===== config.mk =====
export PLATFORM = sky130hd
export DESIGN_NAME = dma_chan_engine
export DESIGN_NICKNAME = d
export VERILOG_FILES = /design/src/rtl/dma_chan_pkg.sv /design/src/rtl/dma_chan_dpath.sv /design/src/rtl/dma_chan_ctrl.sv /design/src/rtl/dma_chan_engine.sv
export SDC_FILE = /design/constraint.sdc
export NUM_CORES = 1
export LEC_CHECK = 0
export CAP_MARGIN = 20
export CORE_AREA = 2 2 183 185
export CTS_BUF_LIST = sky130_fd_sc_hd__clkbuf_8 sky130_fd_sc_hd__clkbuf_16
export DETAILED_ROUTE_END_ITERATION = 8
export DIE_AREA = 0 0 185 187
export DONT_BUFFER_PORTS = 1
export PLACE_DENSITY = 0.66
export SLEW_MARGIN = 20
export SYNTH_ARGS = -nofsm -noshare
export SYNTH_HDL_FRONTEND = slang
export SYNTH_SLANG_ARGS = --single-unit

===== constraint.sdc =====
create_clock -name clk -period 4.9 [get_ports clk]
set_input_delay 0.735 -clock clk [delete_from_list [all_inputs] [get_ports clk]]
set_output_delay 0.735 -clock clk [all_outputs]
set_load 0.02 [all_outputs]

===== src/rtl/dma_chan_pkg.sv =====
package dma_chan_pkg;

  localparam logic [1:0] MODE_NORMAL = 2'd0;
  localparam logic [1:0] MODE_REPEAT = 2'd1;
  localparam logic [1:0] MODE_BLOCK  = 2'd2;

  localparam logic [1:0] ACT_AUTO   = 2'd0;
  localparam logic [1:0] ACT_PERIPH = 2'd1;
  localparam logic [1:0] ACT_DREQ   = 2'd2;

  localparam logic [1:0] STEP_UP   = 2'd1;
  localparam logic [1:0] STEP_DOWN = 2'd2;

  typedef struct packed {
    logic [1:0] mode;
    logic [1:0] actSrc;
    logic       burst;
    logic       dreqEdge;
    logic       freeRun;
    logic       single;
    logic       singleDir;
    logic [1:0] unit;
    logic [1:0] srcStep;
    logic [1:0] dstStep;
  } cfg_t;

  typedef struct packed {
    logic load;
    logic blkStart;
    logic capRd;
    logic unitDone;
    logic selDst;
  } strobe_t;

  typedef enum logic [2:0] {
    ST_IDLE, ST_RD, ST_WR, ST_SGL, ST_GAP
  } state_e;

endpackage


===== src/rtl/dma_chan_dpath.sv =====
module dma_chan_dpath
  import dma_chan_pkg::*;
#(
  parameter int AW = 32,
  parameter int DW = 32,
  parameter int CW = 32,
  parameter int RW = 16
) (
  input  logic          clk,
  input  logic          rstN,
  input  strobe_t       stb,
  input  logic [AW-1:0] ldSrc,
  input  logic [AW-1:0] ldDst,
  input  logic [CW-1:0] ldCount,
  input  logic [RW-1:0] ldRpt,
  input  logic [1:0]    unit,
  input  logic [1:0]    srcStep,
  input  logic [1:0]    dstStep,
  input  logic [1:0]    mode,
  input  logic [DW-1:0] memRdata,
  output logic [AW-1:0] busAddr,
  output logic [DW-1:0] busWdata,
  output logic          lastUnit,
  output logic          blkLast
);

  localparam int SW = RW + 1;

  logic [AW-1:0] srcStart, dstStart, srcCur, dstCur;
  logic [CW-1:0] cnt;
  logic [SW-1:0] rptLoad, rptLeft, blkLeft;
  logic [DW-1:0] dataBuf;
  logic [2:0]    unitBytes;
  logic [SW-1:0] ldRptExp;

  always_comb begin
    unique case (unit)
      2'd0:    unitBytes = 3'd1;
      2'd1:    unitBytes = 3'd2;
      default: unitBytes = 3'd4;
    endcase
  end

  function automatic logic [AW-1:0] stepAddr(input logic [AW-1:0] cur,
                                             input logic [1:0] rule,
                                             input logic [2:0] ub);
    logic [AW-1:0] delta;
    delta = {{(AW-3){1'b0}}, ub};
    if (rule == STEP_UP)        stepAddr = cur + delta;
    else if (rule == STEP_DOWN) stepAddr = cur - delta;
    else                        stepAddr = cur;
  endfunction

  assign ldRptExp = (ldRpt == '0) ? {1'b1, {RW{1'b0}}} : {1'b0, ldRpt};
  assign lastUnit = (cnt <= {{(CW-3){1'b0}}, unitBytes});
  assign blkLast  = (blkLeft <= {{(SW-1){1'b0}}, 1'b1});
  assign busAddr  = stb.selDst ? dstCur : srcCur;
  assign busWdata = dataBuf;

  always_ff @(posedge clk or negedge rstN) begin
    if (!rstN) begin
      srcStart <= '0;
      dstStart <= '0;
      srcCur   <= '0;
      dstCur   <= '0;
      cnt      <= '0;
      rptLoad  <= '0;
      rptLeft  <= '0;
      blkLeft  <= '0;
      dataBuf  <= '0;
    end else if (stb.load) begin
      srcStart <= ldSrc;
      dstStart <= ldDst;
      srcCur   <= ldSrc;
      dstCur   <= ldDst;
      cnt      <= ldCount;
      rptLoad  <= ldRptExp;
      rptLeft  <= ldRptExp;
      blkLeft  <= ldRptExp;
    end else begin
      if (stb.capRd)    dataBuf <= memRdata;
      if (stb.blkStart) blkLeft <= rptLoad;
      if (stb.unitDone) begin
        cnt <= cnt - {{(CW-3){1'b0}}, unitBytes};
        if (mode == MODE_BLOCK) blkLeft <= blkLeft - 1'b1;
        if (mode == MODE_REPEAT && rptLeft == {{(SW-1){1'b0}}, 1'b1}) begin
          srcCur  <= srcStart;
          dstCur  <= dstStart;
          rptLeft <= rptLoad;
        end else begin
          srcCur <= stepAddr(srcCur, srcStep, unitBytes);
          dstCur <= stepAddr(dstCur, dstStep, unitBytes);
          if (mode == MODE_REPEAT) rptLeft <= rptLeft - 1'b1;
        end
      end
    end
  end

endmodule


===== src/rtl/dma_chan_ctrl.sv =====
module dma_chan_ctrl
  import dma_chan_pkg::*;
(
  input  logic    clk,
  input  logic    rstN,
  input  logic    cfgLoad,
  input  cfg_t    cfgIn,
  input  logic    periphReq,
  input  logic    dreqN,
  input  logic    memAck,
  input  logic    lastUnit,
  input  logic    blkLast,
  output cfg_t    cfgQ,
  output strobe_t stb,
  output logic    memReq,
  output logic    memWe,
  output logic    dack,
  output logic    chanActive,
  output logic    done,
  output logic    irq
);

  state_e state, stateNxt;
  logic dreqMeta, dreqSync, dreqPrev, pending;
  logic en, reqNow, startNow, unitEnd, finish, dreqFall;
  state_e firstSt;

  assign dreqFall = dreqPrev & ~dreqSync;
  assign reqNow   = (cfgQ.actSrc == ACT_AUTO) | pending |
                    ((cfgQ.actSrc == ACT_DREQ) & ~cfgQ.dreqEdge & ~dreqSync);
  assign startNow = (state == ST_IDLE) & en & reqNow;
  assign firstSt  = cfgQ.single ? ST_SGL : ST_RD;
  assign unitEnd  = ((state == ST_WR) | (state == ST_SGL)) & memAck;
  assign finish   = unitEnd & lastUnit & ~cfgQ.freeRun;

  assign memReq = (state == ST_RD) | (state == ST_WR) | (state == ST_SGL);
  assign memWe  = (state == ST_WR) | ((state == ST_SGL) & cfgQ.singleDir);
  assign dack   = (state == ST_SGL);
  assign chanActive = en;

  always_comb begin
    stb.load     = cfgLoad;
    stb.blkStart = startNow & (cfgQ.mode == MODE_BLOCK);
    stb.capRd    = (state == ST_RD) & memAck;
    stb.unitDone = unitEnd;
    stb.selDst   = (state == ST_WR) | ((state == ST_SGL) & cfgQ.singleDir);
  end

  always_comb begin
    stateNxt = state;
    unique case (state)
      ST_IDLE: if (startNow) stateNxt = firstSt;
      ST_RD:   if (memAck) stateNxt = ST_WR;
      ST_WR, ST_SGL: begin
        if (memAck) begin
          if (finish)                                            stateNxt = ST_IDLE;
          else if ((cfgQ.mode == MODE_BLOCK) && !blkLast)        stateNxt = firstSt;
          else if ((cfgQ.actSrc == ACT_AUTO) && cfgQ.burst)      stateNxt = firstSt;
          else if (cfgQ.actSrc == ACT_AUTO)                      stateNxt = ST_GAP;
          else                                                   stateNxt = ST_IDLE;
        end
      end
      default: stateNxt = ST_IDLE;
    endcase
  end

  always_ff @(posedge clk or negedge rstN) begin
    if (!rstN) begin
      state    <= ST_IDLE;
      cfgQ     <= '0;
      en       <= 1'b0;
      done     <= 1'b0;
      irq      <= 1'b0;
      pending  <= 1'b0;
      dreqMeta <= 1'b1;
      dreqSync <= 1'b1;
      dreqPrev <= 1'b1;
    end else begin
      dreqMeta <= dreqN;
      dreqSync <= dreqMeta;
      dreqPrev <= dreqSync;
      irq      <= 1'b0;
      if (cfgLoad) begin
        cfgQ    <= cfgIn;
        en      <= 1'b1;
        done    <= 1'b0;
        pending <= 1'b0;
        state   <= ST_IDLE;
      end else begin
        state <= stateNxt;
        if (finish) begin
          en   <= 1'b0;
          done <= 1'b1;
          irq  <= 1'b1;
        end
        if (!en || finish) pending <= 1'b0;
        else if ((cfgQ.actSrc == ACT_PERIPH && periphReq) ||
                 (cfgQ.actSrc == ACT_DREQ && cfgQ.dreqEdge && dreqFall))
          pending <= 1'b1;
        else if (startNow) pending <= 1'b0;
      end
    end
  end

endmodule


===== src/rtl/dma_chan_engine.sv =====
module dma_chan_engine
  import dma_chan_pkg::*;
#(
  parameter int AW = 32,
  parameter int DW = 32,
  parameter int CW = 32,
  parameter int RW = 16
) (
  input  logic          clk,
  input  logic          rstN,
  input  logic          cfgLoad,
  input  logic [AW-1:0] cfgSrc,
  input  logic [AW-1:0] cfgDst,
  input  logic [CW-1:0] cfgCount,
  input  logic [RW-1:0] cfgRptSize,
  input  logic [1:0]    cfgUnit,
  input  logic [1:0]    cfgSrcStep,
  input  logic [1:0]    cfgDstStep,
  input  logic [1:0]    cfgMode,
  input  logic [1:0]    cfgActSrc,
  input  logic          cfgBurst,
  input  logic          cfgDreqEdge,
  input  logic          cfgFreeRun,
  input  logic          cfgSingle,
  input  logic          cfgSingleDir,
  input  logic          periphReq,
  input  logic          dreqN,
  output logic          memReq,
  output logic          memWe,
  output logic [AW-1:0] memAddr,
  output logic [1:0]    memSize,
  output logic [DW-1:0] memWdata,
  input  logic [DW-1:0] memRdata,
  input  logic          memAck,
  output logic          dack,
  output logic          chanActive,
  output logic          done,
  output logic          irq
);

  cfg_t    cfgIn, cfgQ;
  strobe_t stb;
  logic    lastUnit, blkLast;

  always_comb begin
    cfgIn.mode      = cfgMode;
    cfgIn.actSrc    = cfgActSrc;
    cfgIn.burst     = cfgBurst;
    cfgIn.dreqEdge  = cfgDreqEdge;
    cfgIn.freeRun   = cfgFreeRun;
    cfgIn.single    = cfgSingle;
    cfgIn.singleDir = cfgSingleDir;
    cfgIn.unit      = cfgUnit;
    cfgIn.srcStep   = cfgSrcStep;
    cfgIn.dstStep   = cfgDstStep;
  end

  assign memSize = cfgQ.unit;

  dma_chan_ctrl u_ctrl (
    .clk(clk), .rstN(rstN), .cfgLoad(cfgLoad), .cfgIn(cfgIn),
    .periphReq(periphReq), .dreqN(dreqN), .memAck(memAck),
    .lastUnit(lastUnit), .blkLast(blkLast), .cfgQ(cfgQ), .stb(stb),
    .memReq(memReq), .memWe(memWe), .dack(dack),
    .chanActive(chanActive), .done(done), .irq(irq)
  );

  dma_chan_dpath #(.AW(AW), .DW(DW), .CW(CW), .RW(RW)) u_dpath (
    .clk(clk), .rstN(rstN), .stb(stb),
    .ldSrc(cfgSrc), .ldDst(cfgDst), .ldCount(cfgCount), .ldRpt(cfgRptSize),
    .unit(cfgQ.unit), .srcStep(cfgQ.srcStep), .dstStep(cfgQ.dstStep),
    .mode(cfgQ.mode), .memRdata(memRdata),
    .busAddr(memAddr), .busWdata(memWdata),
    .lastUnit(lastUnit), .blkLast(blkLast)
  );

endmodule


Word-level counts from Yosys, hierarchy flattened
Index checks and enable logic that the tools add are counted.
Storage, ports and cells
  flip-flop bits (word level): 268
  bits in latches: 0
  memory bits (writable): 0
  memory bits (read-only): 0
  input port bits: 165
  output and inout port bits: 72
  word-level logic and storage cells: 142
  memories kept: 0
Cells by class
  add/subtract/negate cells: 7
  multipliers: 0
  div/mod/pow operators: 0
  order comparisons: 2
  eq/ne operators: 16
  shift-type cells: 0
  muxes and demuxes: 43
  bitwise operators: 21
  reduce and logical (&&, ||, !) cells: 26
Operators with widths (number)
  two-way mux 32 bit: 13
  two-way mux 17 bit: 9
  subtractor 32 x 3 -> 32 bit: 3
  adder 32 x 3 -> 32 bit: 2
  subtractor 17 x 1 -> 17 bit, second input constant: 2
  less-or-equal comparator 32 x 3 -> 1 bit: 1
  two-way mux 3 bit: 8
  equality test 17 x 1 -> 1 bit, second input constant: 1
  less-or-equal comparator 17 x 1 -> 1 bit, second input constant: 1
  logical NOT 16 bit: 1
  nonzero test 4 bit: 3
  bitwise AND 1 bit: 11
  equality test 2 x 1 -> 1 bit, second input constant: 5
  two-way mux 1 bit: 10
  case mux 3 bit (3 select lines): 1
  equality test 2 bit, second input constant: 4
  AND reduction 2 bit: 4
  equality test 3 x 2 -> 1 bit, second input constant: 2
  logical AND 1 bit: 6
  != test 3 bit, second input constant: 2
  OR 1 bit: 6
  case mux 3 bit (2 select lines): 1
  logical NOT 2 bit: 2
  inverter 1 bit: 4
  10 further kinds: 13

Longest topological paths before layout
  depth in word-level cells: 10
  gate-level depth with buffers: 14
  depth with buffers taken out: 14

By module
From an unflattened synthesis, not the netlist that was laid out.
Second synthesis, totals
  cell total of the unflattened synthesis: 1852
  area total of the unflattened synthesis: 16573.4 µm²
Modules (own cells, without submodules)
  dma_chan_dpath: times used 1, cells an instance 1757, area an instance 15454.8 µm², seq. area each 6080.8 µm²
  dma_chan_ctrl: times used 1, cells an instance 95, area an instance 1118.6 µm², seq. area each 629.4 µm²

Worst setup path after synthesis
Ideal clock, no wire load.
  path kind: register to register
  start point: register u_ctrl.cfgQ[1] (netlist name)
  end point: register u_dpath.dstCur[14]
  setup time: 126 ps
  arrival: 3627 ps
  data required time: 4774 ps
  setup slack: 1147 ps
  stages on the path, launching flop included: 13
  path buffers: 0
  cell sequence: dfrtp_1 -> nand2b_1 -> o21ai_0 -> fa_1 -> a21o_1 -> a221oi_2 -> o21ai_1 -> a311oi_1 -> nor2_1 -> o21ai_0 -> xor2_1 -> a211oi_1 -> a311o_1
Between the ends
  longest elaborated chain between the ends: 5
Ends and longest elaborated chain
  equality test 2 x 1 -> 1 bit: RTL line dma_chan_dpath.sv:49  | if (rule == STEP_UP) stepAddr = cur + delta;
  two-way mux 32 bit: RTL line dma_chan_dpath.sv:49
  two-way mux 32 bit: RTL line dma_chan_dpath.sv:86  | if (mode == MODE_REPEAT && rptLeft == {{(SW-1){1'b0}}, 1'b1}) begin
  two-way mux 32 bit: RTL line dma_chan_dpath.sv:83  | if (stb.unitDone) begin
  two-way mux 32 bit: RTL line dma_chan_dpath.sv:71  | end else if (stb.load) begin
  end signal: assignment: RTL line dma_chan_dpath.sv:75  | dstCur <= ldDst;
  end signal: assignment: RTL line dma_chan_dpath.sv:88  | dstCur <= dstStart;
  end signal: assignment: RTL line dma_chan_dpath.sv:92  | dstCur <= stepAddr(dstCur, dstStep, unitBytes);
  end: declaration: RTL line dma_chan_dpath.sv:29  | logic [AW-1:0] srcStart, dstStart, srcCur, dstCur;
Parallel ways exist; a longest one is shown, timed or not. The select of a mux whose other input is x is not followed.
A chain may end at the register's enable or synchronous reset.

Final worst setup path
  start point: register u_ctrl.cfgQ[4] (netlist name)
  end point: register u_dpath.dstCur[14]
Between the ends
  longest elaborated chain between the ends: 8
Ends and longest elaborated chain
  equality test 2 x 1 -> 1 bit or logical NOT 2 bit (tied branches): RTL line dma_chan_dpath.sv:37  | unique case (unit)
  case mux 3 bit (2 select lines) *: RTL line dma_chan_dpath.sv:37
  subtractor 32 x 3 -> 32 bit: RTL line dma_chan_dpath.sv:50  | else if (rule == STEP_DOWN) stepAddr = cur - delta;
  two-way mux 32 bit: RTL line dma_chan_dpath.sv:50
  two-way mux 32 bit *: RTL line dma_chan_dpath.sv:49
  two-way mux 32 bit *: RTL line dma_chan_dpath.sv:86
  two-way mux 32 bit *: RTL line dma_chan_dpath.sv:83
  two-way mux 32 bit *: RTL line dma_chan_dpath.sv:71
Every way passes the cells marked *; elsewhere a longest branch is shown, timed or not. The select of a mux whose other input is x is not followed.

==> results by group <==
Status
  • Outcome: finished, violations left
  • Failing checks: negative hold slack

Critical path
  • Critical path's slowest cell: fa_1
  • Element type at the critical path end: flop
  • Crit Path Max Fanout: 4
  • CP delay by family, top: compound AO/OA/AOI/OAI gates
  • Crit Path Category: flop to flop
  • Buf/Inv on CP: 0
  • Worst EP arrival: between 4 and 5 ns
  • Critical Path Start Type: flop
  • CP Cell Sequence: or2_2, ha_1, nand2_1, o21ai_0, fa_1, a21o_1, a221oi_2, o21ai_1, a311oi_1, nor2_1, o21ai_0, xor2_1, a211oi_1, a311o_1
  • WP data required: ~5.4 ns
  • Most common cell on crit path: o21ai_0
  • CP peak stage delay: approximately 0.54 ns

Synthesis
  • Synth Area in XOR/XNOR: roughly 4.7%
  • Simple-Gate Fraction of Synth Area: between 15 and 20%
  • Mean area per synthesized cell: between 8 and 9 um^2
  • FFs w/ async S/R, synth: 100%
  • Most common flop cell mapped by yosys: dfrtp_1
  • Mapped cell area: ~16000 um^2
  • Top cells by count, synth: 296 x nand2_1, 265 x dfrtp_1, 208 x o21ai_0
  • Number of distinct library cells after synthesis: 79
  • Post-synthesis compound-gate area fraction: 20.8%
  • Synth top area share: 41.0%
  • EDFF count, synth: 0
  • Synth Register Bits: roughly 270
  • Gate count after technology mapping: approximately 1.8k
  • Sequential share of the synthesized area: 41.5%
  • Mapped Nets: between 2k and 2.5k
  • YS warnings: 0
  • Post-Synth Adder-Cell Area: between 5 and 6%
  • Largest family of logic cells by synthesized area: compound AO/OA/AOI/OAI gates
  • Area leader, netlist: dfrtp_1
  • Area contributors post-synth: dfrtp_1 41%, nand2_1 6.9%, o21ai_0 6.4%, mux2_2 5.7%, ha_1 5.4%
  • Mux contribution to synthesized area: under 10%
  • Top-count cell post-synth: nand2_1

Place
  • RD Place Congestion: 0.935
  • DP HPWL: roughly 32000 um
  • Cell Area, Placed: ~16000 um^2
  • Cell count after placement: 2202
  • Setup WS pre-CTS: 0.727 ns
  • I/O Buffers: 0

Routing
  • Initial drt markers: 991
  • Wire length per cell: roughly 20 um
  • Drt pass-1 iters: 6
  • Final WL: about 46000 um
  • # DRC: 0
  • Vias after detailed routing: about 14k
  • Via density: between 6 and 7
  • Antenna viol nets, final: 0

Clock tree
  • H-tree Lvls: 1
  • Setup bufs post-CTS: 0
  • Clock sinks: ~270
  • Max clock buf depth: 3
  • Clock Latency Late Sink: 0.58 ns
  • Root Buffer Master: clkbuf_16
  • CTS-repair resized insts: 0
  • CTS buffer count: 31
  • CTS tree: built
  • Clk slew on worst S/H paths: about 0.070 ns

Timing
  • Final worst slack: ~0.66 ns
  • Final hold vios: 197
  • Total Neg Setup Slack: 0 ns
  • F_max: between 200 and 250 MHz
  • WHS: -0.138 ns
  • Slew HR: 35.8%
  • RSZ-0062 raised after global routing: false
  • Fin crit period: around 4.2 ns
  • Max-slew violations: 0
  • # setup viols final: 0
  • Clk_skew: 0.0180 ns
  • Worst-margin pin slew: around 0.95 ns
  • Fin crit share: 86.4%

Global routing
  • Largest net degree at the start of global routing: 286
  • Global-route wire length before repair: 72700 um
  • Overall routing resource usage: between 20% and 30%
  • Vias in the first global route: about 13k
  • Initial antenna violation count: 1
  • GR Overflow Total: 0

Floorplanning
  • Die area: between 30000 and 40000 um^2
  • I/O Pins: approximately 240
  • Chip Height: 187 um
  • Die width: between 150 and 200 um
  • Core Box Area: 32900 um^2
  • # rows: between 60 and 70
  • Initial core utilization: 49.2%

Finish
  • Synth-to-Final Area Change: 8.30%
  • Post-route insts no fill: between 2k and 2.5k
  • Nets: a little over 2k
  • Finished layout cell area: roughly 18000 um^2
  • Fraction of layout cells with a size suffix above 1: 10.0%

Power and ir drop
  • Peak VDD IR: 0.368 mV
  • Leak: 0.00744 uW
  • PD cells: roughly 470 nW/um^2

Worst hold path
  • Worst min path class: primary input to asynchronous set/reset pin

Job
  • Max-cap violation count: 0
layout make-up:
cell class	count	area [um^2]
Antenna cell	2	5.00
Clock buffer	37	858
Clock inverter	17	153
Fill cell	3098	15300
Inverter	68	255
Multi-Input combinational cell	1403	8870
Sequential cell	268	6710
Tap cell	448	561
Timing Repair Buffer	15	113
power by group:
group          switching [uW]  internal [uW]  leakage, uW
combinational            1640           1090      0.00373
clock                     972           1340     0.000503
sequential                527           2610      0.00321
total                    3140           5040      0.00744
through the flow:
step	total power, uW	utilization [%]
after floorplan	5220	-
after global placement	5800	50.2
after detailed placement	5850	50.2
after CTS	8190	53.3
after global routing	8670	53.3
final	8180	53.3
routing by layer:
metal	global-route usage, %	part of all wire (%)
met1	37.8	45
met2	40.7	44
met3	4.85	7.4
met4	8.00	3.1
met5	0	0
cells in the final DEF (no fill, tap or decap), types with 11 or more instances in the layout:
cell         n
dfrtp_1    265
nand3_1     21
mux2_2      82
nor4_1      19
o22ai_1     14
nor3_1      46
o21a_1      13
o31ai_1     13
nor2b_1     11
ha_1        70
and3_1      11
a31oi_1     23
xor2_1      35
a21oi_1    114
inv_1       68
o211ai_1    34
clkbuf_16   31
a21o_1      25
nand2b_1    11
a211oi_1    19
o21ai_0    207
nand2_1    296
nor2_1     113
buf_4       15
xnor2_1     52
cell families after synthesis:
logic type	Yosys count
flip-flops	268
AND/OR/NAND/NOR	602
multiplexers	90
AO/OA/AOI/OAI	551
XOR/XNOR	87
adder cells (fa/ha/maj)	73
buffers and inverters	156
registers in the layout (all words and copies together) (netlist names):
signal	flops
u_ctrl.cfgQ	15
u_ctrl.chanActive	1
u_ctrl.done	1
u_ctrl.dreqMeta	1
u_ctrl.dreqPrev	1
u_ctrl.dreqSync	1
u_ctrl.irq	1
u_ctrl.pending	1
u_ctrl.state	3
u_dpath.blkLeft	17
u_dpath.busWdata	32
u_dpath.cnt	32
u_dpath.dstCur	32
u_dpath.dstStart	32
u_dpath.rptLeft	17
u_dpath.rptLoad	17
u_dpath.srcCur	32
u_dpath.srcStart	32
path summary, 6_finish.rpt:
kind                                            startpoint  slack [ns]  depth (start not counted)                               end
worst min register to register   u_ctrl.dreqMeta$_DFF_PN1_        0.36                          0         u_ctrl.dreqSync$_DFF_PN1_
min in group clk                                     dreqN        0.16                          0         u_ctrl.dreqMeta$_DFF_PN1_
max in group asynchronous                             rstN        4.40                          0  u_dpath.dstStart[27]$_DFFE_PN0P_
worst max register to register  u_ctrl.cfgQ[4]$_DFFE_PN0P_        0.66                         14    u_dpath.dstCur[14]$_DFFE_PN0P_
worst min-delay path                                  rstN       -0.14                          0  u_dpath.dstStart[11]$_DFFE_PN0P_
worst max-delay path            u_ctrl.cfgQ[4]$_DFFE_PN0P_        0.66                         14    u_dpath.dstCur[14]$_DFFE_PN0P_
Note: power is estimated with default switching activity, not from simulation.
